[config.mk]
export PLATFORM = sky130hd
export DESIGN_NAME = adc_seq_ctrl
export DESIGN_NICKNAME = d
export VERILOG_FILES = /design/src/rtl/adc_seq_pkg.sv /design/src/rtl/adc_seq_datapath.sv /design/src/rtl/adc_seq_control.sv /design/src/rtl/adc_seq_ctrl.sv
export SDC_FILE = /design/constraint.sdc
export NUM_CORES = 1
export LEC_CHECK = 0
export ABC_AREA = 1
export BUFFER_PORTS_ARGS = -buffer_cell sky130_fd_sc_hd__buf_2
export CORE_MARGIN = 2
export CORE_UTILIZATION = 50
export DETAILED_ROUTE_END_ITERATION = 6
export GPL_ROUTABILITY_DRIVEN = 0
export PLACE_DENSITY = 0.73
export SLEW_MARGIN = 20
export SYNTH_ARGS = -nofsm -noshare
export SYNTH_HDL_FRONTEND = slang
export SYNTH_SLANG_ARGS = --single-unit
[constraint.sdc]
create_clock -name clk -period 2.05 [get_ports clk]
set_clock_uncertainty 0.2 [all_clocks]
set_input_delay 0.41 -clock clk [delete_from_list [all_inputs] [get_ports clk]]
set_output_delay 0.41 -clock clk [all_outputs]
set_load 0.01 [all_outputs]
[src/rtl/adc_seq_pkg.sv]
package adc_seq_pkg;
  typedef enum logic [1:0] {
    MODE_FIX_ONE  = 2'b00,
    MODE_FIX_RUN  = 2'b01,
    MODE_SCAN_ONE = 2'b10,
    MODE_SCAN_RUN = 2'b11
  } scanModeE;

  typedef struct packed {
    logic launch;    // load channel from configuration and request
    logic stepDown;  // next scan channel, request
    logic consume;   // clear the stored start request
    logic tag;       // capture result channel
  } seqStrobeT;
endpackage

[src/rtl/adc_seq_datapath.sv]
module adc_seq_datapath
  import adc_seq_pkg::*;
#(
  parameter int CHAN_W = 4
) (
  input  logic              clk,
  input  logic              rstN,
  input  logic              cfgWr,
  input  scanModeE          wrMode,
  input  logic [CHAN_W-1:0] wrChan,
  input  logic              wrStart,
  input  seqStrobeT         stb,
  output scanModeE          effMode,
  output logic              effStart,
  output logic              atZero,
  output logic [CHAN_W-1:0] convChan,
  output logic              resultValid,
  output logic [CHAN_W-1:0] resultChan
);
  localparam logic [CHAN_W-1:0] CHAN_ZERO = '0;

  scanModeE          modeQ;
  logic [CHAN_W-1:0] chanQ;
  logic              startQ;
  logic [CHAN_W-1:0] curChan;
  logic [CHAN_W-1:0] effChan;

  // A write in the same cycle as a boundary is seen at that boundary
  assign effMode  = cfgWr ? wrMode  : modeQ;
  assign effChan  = cfgWr ? wrChan  : chanQ;
  assign effStart = cfgWr ? wrStart : startQ;
  assign atZero   = (curChan == CHAN_ZERO);
  assign convChan = curChan;

  always_ff @(posedge clk or negedge rstN) begin
    if (!rstN) begin
      modeQ  <= MODE_FIX_ONE;
      chanQ  <= '0;
      startQ <= 1'b0;
    end else begin
      if (cfgWr) begin
        modeQ <= wrMode;
        chanQ <= wrChan;
      end
      if (stb.consume)   startQ <= 1'b0;
      else if (cfgWr)    startQ <= wrStart;
    end
  end

  always_ff @(posedge clk or negedge rstN) begin
    if (!rstN) begin
      curChan <= '0;
    end else if (stb.launch) begin
      curChan <= effChan;
    end else if (stb.stepDown) begin
      curChan <= curChan - 1'b1;
    end
  end

  always_ff @(posedge clk or negedge rstN) begin
    if (!rstN) begin
      resultValid <= 1'b0;
      resultChan  <= '0;
    end else begin
      resultValid <= stb.tag;
      if (stb.tag) resultChan <= curChan;
    end
  end

  // a scan step requests the next lower channel
  assert_scan_descends_R4: assert property (@(posedge clk) disable iff (!rstN)
    stb.stepDown |=> (convChan == $past(convChan) - 1'b1));

  // the tag carries the channel that was just converted
  assert_tag_matches_R7: assert property (@(posedge clk) disable iff (!rstN)
    stb.tag |=> (resultValid && resultChan == $past(convChan)));
endmodule

[src/rtl/adc_seq_control.sv]
module adc_seq_control
  import adc_seq_pkg::*;
(
  input  logic      clk,
  input  logic      rstN,
  input  logic      cfgWr,
  input  logic      wrStart,
  input  logic      convDone,
  input  scanModeE  effMode,
  input  logic      effStart,
  input  logic      atZero,
  output seqStrobeT stb,
  output logic      busy,
  output logic      convReq
);
  logic busyQ;
  logic reqQ;
  logic boundary;
  logic scanMore;
  logic idleLaunch;
  logic edgeLaunch;

  assign boundary   = busyQ && convDone;
  // The freshly applied mode decides whether the walk continues downward
  assign scanMore   = boundary && effMode[1] && !atZero;
  assign idleLaunch = !busyQ && cfgWr && wrStart;
  assign edgeLaunch = boundary && !scanMore && effStart;

  always_comb begin
    stb          = '0;
    stb.launch   = idleLaunch || edgeLaunch;
    stb.stepDown = scanMore;
    stb.consume  = (idleLaunch || edgeLaunch) && !effMode[0];
    stb.tag      = boundary;
  end

  always_ff @(posedge clk or negedge rstN) begin
    if (!rstN) begin
      busyQ <= 1'b0;
      reqQ  <= 1'b0;
    end else begin
      reqQ <= stb.launch || scanMore;
      if (stb.launch || scanMore) busyQ <= 1'b1;
      else if (boundary)          busyQ <= 1'b0;
    end
  end

  assign busy    = busyQ;
  assign convReq = reqQ;

  // an idle write without start leaves the block idle
  assert_no_silent_start_R10: assert property (@(posedge clk) disable iff (!rstN)
    (!busyQ && cfgWr && !wrStart) |=> (!busy && !convReq));
endmodule

[src/rtl/adc_seq_ctrl.sv]
module adc_seq_ctrl
  import adc_seq_pkg::*;
#(
  parameter int CHAN_W = 4
) (
  input  logic              clk,
  input  logic              rstN,
  input  logic              cfgWr,
  input  logic [1:0]        cfgMode,
  input  logic [CHAN_W-1:0] cfgChan,
  input  logic              cfgStart,
  input  logic              convDone,
  output logic              convReq,
  output logic [CHAN_W-1:0] convChan,
  output logic              busy,
  output logic              resultValid,
  output logic [CHAN_W-1:0] resultChan
);
  seqStrobeT stb;
  scanModeE  effMode;
  logic      effStart;
  logic      atZero;

  adc_seq_datapath #(.CHAN_W(CHAN_W)) u_path (
    .clk(clk), .rstN(rstN), .cfgWr(cfgWr), .wrMode(scanModeE'(cfgMode)),
    .wrChan(cfgChan), .wrStart(cfgStart), .stb(stb), .effMode(effMode),
    .effStart(effStart), .atZero(atZero), .convChan(convChan),
    .resultValid(resultValid), .resultChan(resultChan)
  );

  adc_seq_control u_ctrl (
    .clk(clk), .rstN(rstN), .cfgWr(cfgWr), .wrStart(cfgStart),
    .convDone(convDone), .effMode(effMode), .effStart(effStart),
    .atZero(atZero), .stb(stb), .busy(busy), .convReq(convReq)
  );

  // no request while idle
  assert_req_while_busy_R6: assert property (@(posedge clk) disable iff (!rstN)
    convReq |-> busy);

  // the channel under conversion is held until completion
  assert_chan_held_R9: assert property (@(posedge clk) disable iff (!rstN)
    (busy && !convDone) |=> $stable(convChan));
endmodule

==> impl_metrics.tcl, run 1 <==
set metrics [dict create \
    drv_slew 0 \
    grt_max_degree 19 \
    grt_pass1_wl_mm 2.628 \
    fin_ws_ns 0.4316 \
    path_class "reg -> reg" \
    io_buffers 21 \
    core_mm2 0.001689 \
    drive_gt1_share_pct 32.50 \
    cts_tree "yes" \
    final_hold_viol_count 0 \
    critical_path_arrival_ns 1.60 \
    die_h_um 45.94 \
    die_area_mm2 0.002110 \
    syn_inst 96 \
    yosysSeqAreaShare_pct 51.21 \
    antennaDiodeCount 0 \
    final_util_pct 60.96 \
    holdPathStages 3 \
    fin_tns_setup_ns 0 \
    async_reset_ff_share_pct 100.0 \
    netlist.area_leader.share_pct 51.21 \
    rows 15 \
    power_density_mw_per_mm2 1246 \
    setup_viol 0 \
    critPathMaxStageDelay_ns 0.41 \
    max_clock_freq_mhz 617.9 \
    fin_nets 133 \
    drcViolationCount 0 \
    rsz0062_at_grt "false" \
    relSlewSlack_pct 73.35 \
    crit_buf_inv 2 \
    io_pins 22 \
    antenna_found_initial 0 \
    synthTopCellsByArea "dfrtp_1, nand2_1, nand3_1" \
    critPathLaunchType "register" \
    netlist_area_um2 879.6 \
    irDropWorstVdd_mv 0.6221 \
    grt_pass1_vias 631 \
    worst_pin_slew_ns 0.3998 \
    totalWireLength_mm 1.628 \
    slowest_stage "dfrtp_1" \
    status "completed" \
    yosysWarnings 0 \
    ys_ff_latch 18 \
    r2r_slack_ns 0.43 \
    synth.distinct_cells 21 \
    via_per_inst 5.153 \
    clock-root-buffer "clkbuf_4" \
    path_cells "inv_1 -> ha_1 -> nand2_1 -> nand3_4 -> inv_1 -> nand2_1 -> nand3_1" \
    synth-edff-count 0 \
    cts.sinks 18 \
    postCtsSetupBuffers 0 \
    synth_largest_area_cell "dfrtp_1" \
    dp.final_hpwl_mm 1.198 \
    grt_overflow 0 \
    hold_path_class "in -> reg" \
    crit_family "simple AND/OR/NAND/NOR gates" \
    synth_common_cells "nand2_1, dfrtp_1, nand3_1" \
    grt_usage_pct 17.70 \
    cts.path.max_buffers 2 \
    cts_max_level 1 \
    period_share_pct 78.95 \
    first_iter_violations 35 \
    whs_ns 0.1404 \
    end_kind "register" \
    cp.depth 7 \
    num_vias 706 \
    reg2reg_depth 7 \
    synth_most_common_cell "nand2_1" \
    place_ws_ns 0.4758 \
    firstDrtPassIters 4 \
    start_util_pct 52.07 \
    maxCapViolations 0 \
    path_clk_slew_ns 0.11 \
    postSynthAreaPerCell_um2 9.162 \
    post_drt_wl_per_cell_um 11.88 \
    clk_latency_ns 0.29 \
    layout_min_cycle_time_ns 1.618 \
    syn_to_final_growth_pct 17.07 \
    drtAntennaViolNets 0 \
    die_w_um 45.94 \
    path_max_fanout 13 \
    cts_inserted_buffers 3 \
    ys.flop_type "dfrtp_1" \
    p_leak_uw 0.0005674 \
    synth_fp_nets 108 \
    postCtsHoldBufs 1 \
    cts_resized 0 \
    critPathRequiredTime_ns 2.04 \
]
[stage by stage]
step                power, uW  cell area (um2)  cells
finish                   1283             1030    137
global route             1385             1030    137
CTS                      1294             1030    137
detailed placement       1068            983.4    132
global placement         1057            983.4    132
floorplan               892.6            879.6     96
[cells in the final DEF (no fill, tap or decap)]
master          n
a21oi_2         1
buf_2          21
clkbuf_4        3
clkbuf_8        1
clkinv_4        1
dfrtp_1        18
dlygate4sd3_1   1
ha_1            1
inv_1          10
inv_8           1
nand2_1        28
nand2_2         5
nand2_4         3
nand3_1        12
nand3_2         1
nand3_4         1
nand4_1         2
nor2_1          1
nor2_2          1
o211ai_1        1
o21ai_0         4
o21ai_1         1
or2_0           1
xor2_1          1
[worst register-to-register path, delay by kind of cell (launching register included)]
family	cells	cell delay (ns)
simple gates	4	0.46
flops	1	0.41
buf+inv	2	0.22
fa+ha+maj	1	0.22
[metal layers]
layer,part of all wire [%],vias up,track usage (%)
met3,4.5,2,3.571
li1,-,355,-
met2,51,18,29.44
met4,0.74,0,6.857
met5,0,-,0
met1,44,331,22.36
[cell families (layout without fill, tap and decap cells)]
| kind of cell | Yosys count | after routing | synth area share [%] |
|---|---|---|---|
| and+or+nand+nor | 55 | 55 | 32.58 |
| DFF | 18 | 18 | 51.21 |
| buffers and inverters | 14 | 38 | 9.104 |
| AOI/OAI and AO/OA | 7 | 7 | 4.694 |
| adders and majority gates | 1 | 1 | 1.422 |
| xor gates and xnor gates | 1 | 1 | 0.9959 |
[worst paths after layout]
kind                                               endpoint                           start
setup / recovery             u_path.convChan[1]$_DFFE_PN0P_  u_path.convChan[0]$_DFFE_PN0P_
hold / removal                    u_path.chanQ[1]$_DFF_PN0_                      cfgChan[1]
setup reg to reg             u_path.convChan[1]$_DFFE_PN0P_  u_path.convChan[0]$_DFFE_PN0P_
hold reg to reg                   u_path.chanQ[1]$_DFF_PN0_       u_path.chanQ[1]$_DFF_PN0_
max in group asynchronous  u_path.resultChan[0]$_DFFE_PN0P_                            rstN
min in group asynchronous         u_path.modeQ[0]$_DFF_PN0_                            rstN
[report_power, final]
group | switching, uW | internal (uW) | total [uW]
clock network | 112 | 108 | 220
registers | 81.6 | 465 | 547
logic | 318 | 198 | 516
total | 512 | 771 | 1280
[registers in the layout, indices dropped and copies added, names as in the netlist]
name,count
u_path.chanQ,4
u_path.modeQ,2
u_ctrl.busy,1
u_path.resultValid,1
u_path.resultChan,4
u_path.startQ,1
u_ctrl.convReq,1
u_path.convChan,4
[final cells by class]
class	count	area [um2]
flip-flops and latches	18	450.4
inverters	12	57.56
repair buffers	22	115.1
fillers	160	659.4
multi-input cells	64	349.1
well taps	17	21.27
clock buffers	4	36.28
(Power assumes the default switching activity.)
==> run 2: changes to the inputs <==
Settings changed: CORE_UTILIZATION 50 to 45, PLACE_DENSITY 0.73 to 0.69.
Clock period 2.05 ns to 1.3 ns, I/O delays scaled along.
==> run 2 against run 1 <==
Net effect: the run now ends with negative setup slack left; flip-flop and latch count did not move; register-to-register slack worse by 0.50 ns; die area rose by 10%; first-iteration DRC count down 94%; combinational power rose to 3.1 times the previous value; hold slack got worse by 0.13 ns; via count rose by 12%; global-route usage is 3.0 points higher; non-clock buffer count is 19 higher; routed wire length is 28% higher; core utilization is 15 points higher; critical path type is now reg -> out.
==> impl_metrics.tcl, run 2 (synthesis gave the netlist of run 1 again) <==
set metrics [dict create \
    die_area_mm2 0.002324 \
    fin_ws_ns -0.1163 \
    start_util_pct 49.33 \
    grt_usage_pct 20.67 \
    power_density_mw_per_mm2 2061 \
    status "complete, but fails checks" \
    power.internal_uw 1728 \
    grt_max_degree 19 \
    cts.path.max_buffers 2 \
    io_buffers 21 \
    max_clock_freq_mhz 706.1 \
    drive_gt1_share_pct 53.57 \
    worst_pin_slew_ns 0.3956 \
    clk_latency_ns 0.30 \
    layout_commonest_cell "nand2_1" \
    fin_nets 153 \
    dp.final_hpwl_mm 1.235 \
    pwr-share-comb_pct 56.7 \
    p_sw_uw 1073 \
    crit_buf_inv 2 \
    swShare_pct 38.29 \
    final_hold_viol_count 0 \
    io_pins 22 \
    slowest_stage "dfrtp_1" \
    firstDrtPassIters 4 \
    cp_common_cell "buf_6" \
    seqPwrFrac_pct 30.9 \
    place_ws_ns -0.06579 \
    p_leak_uw 0.0007037 \
    fin_cells 165 \
    die_w_um 48.21 \
    critical_path_arrival_ns 0.96 \
    path_class "reg -> out" \
    syn_to_final_growth_pct 54.48 \
    num_vias 790 \
    crit_family "flip-flops" \
    cts_tree "yes" \
    via_per_inst 4.788 \
    drtAntennaViolNets 0 \
    totalWireLength_mm 2.090 \
    setup_viol 12 \
    first_iter_violations 2 \
    grt_pass1_wl_mm 3.243 \
    multi_input_area_um2 441.7 \
    finalPower_uw 2801 \
    placed_cells 150 \
    maxCapViolations 0 \
    r2r_slack_ns -0.07 \
    relSlewSlack_pct 73.62 \
    path_clk_slew_ns 0.11 \
    critPathLaunchType "register" \
    violations "negative setup slack" \
    antenna_found_initial 0 \
    num-fill-cells 130 \
    cts_max_level 1 \
    die_h_um 48.21 \
    path_cells "buf_6 -> buf_6" \
    final_util_pct 76.21 \
    drcViolationCount 0 \
    post_drt_wl_per_cell_um 12.67 \
    period_share_pct 108.9 \
    whs_ns 0.01417 \
    grt_overflow 0 \
    core_mm2 0.001783 \
    pwr-share-clk_pct 12.4 \
    critPathMaxStageDelay_ns 0.42 \
    layout_min_cycle_time_ns 1.416 \
    hold_path_class "in -> reg" \
    clock-root-buffer "clkbuf_4" \
    path_max_fanout 2 \
    drv_slew 0 \
    end_kind "output port" \
    cts_inserted_buffers 3 \
    seq_area_um2 451.7 \
    critPathRequiredTime_ns 0.84 \
    rows 15 \
    irDropWorstVdd_mv 1.140 \
    grt_pass1_vias 770 \
    rsz0062_at_grt "true" \
    final_cell_mix "nand2_1, dfrtp_1, buf_2, buf_6, buf_4" \
    cts.sinks 18 \
    antennaDiodeCount 0 \
]
[run 2: metrics by stage]
step                setup TNS [ns]  instance area, um2
floorplan                  -0.3762               899.6
global placement           -0.1491                1089
detailed placement         -0.3168                1089
CTS                        -0.5585                1290
global route                -1.422                1359
finish                     -0.7698                1359
[run 2: final cells by class]
| type | count | area share [%] |
|---|---|---|
| Sequential cell | 18 | 33.24 |
| Clock buffer | 4 | 2.670 |
| Timing Repair Buffer | 41 | 24.13 |
| Tap cell | 25 | 2.302 |
| Inverter | 12 | 5.157 |
| Multi-Input combinational cell | 65 | 32.50 |
[run 2: per-layer routing]
metal,track usage [%],share of wire [%]
met1,27.15,42
met2,31.58,51
met3,3.704,4.5
met4,12.43,1.8
met5,0,0
[run 2: worst paths after layout]
kind / start / end / depth (start not counted)
worst max-delay path: u_path.convChan[3]$_DFFE_PN0P_ / convChan[3] / 2
worst min-delay path: cfgChan[1] / u_path.chanQ[1]$_DFF_PN0_ / 3
worst max register to register: u_path.convChan[1]$_DFFE_PN0P_ / u_path.convChan[0]$_DFFE_PN0P_ / 7
worst min register to register: u_path.chanQ[1]$_DFF_PN0_ / u_path.chanQ[1]$_DFF_PN0_ / 2
max in group asynchronous: rstN / u_ctrl.busy$_DFFE_PN0P_ / 2
min in group asynchronous: rstN / u_path.modeQ[0]$_DFF_PN0_ / 2
[run 2: power by group through the flow]
stage          clock network [uW]  registers (uW)  logic (uW)
2_1_floorplan                   0             941         543
3_3_place_gp                    0             837        1080
3_5_place_dp                    0             844        1080
4_1_cts                       349             856        1410
5_1_grt                       375             888        1740
6_report                      346             866        1590
[run 2: what timing repair did]
| item | 4_1_cts | 5_1_grt |
|---|---|---|
| hold buffers | 2 | 0 |
| setup endpoints to repair | 11 | 18 |
| pin swaps | 10 | 8 |
| buffers inserted | 5 | 3 |
| hold endpoints to repair | 19 | 0 |
| resized for setup | 22 | 14 |
| cloned | 1 | 0 |
[run 2: worst min-delay path: stages]
cell and delay, ns:
buf_2 0.07, nand2_1 0.05, nand2_1 0.09
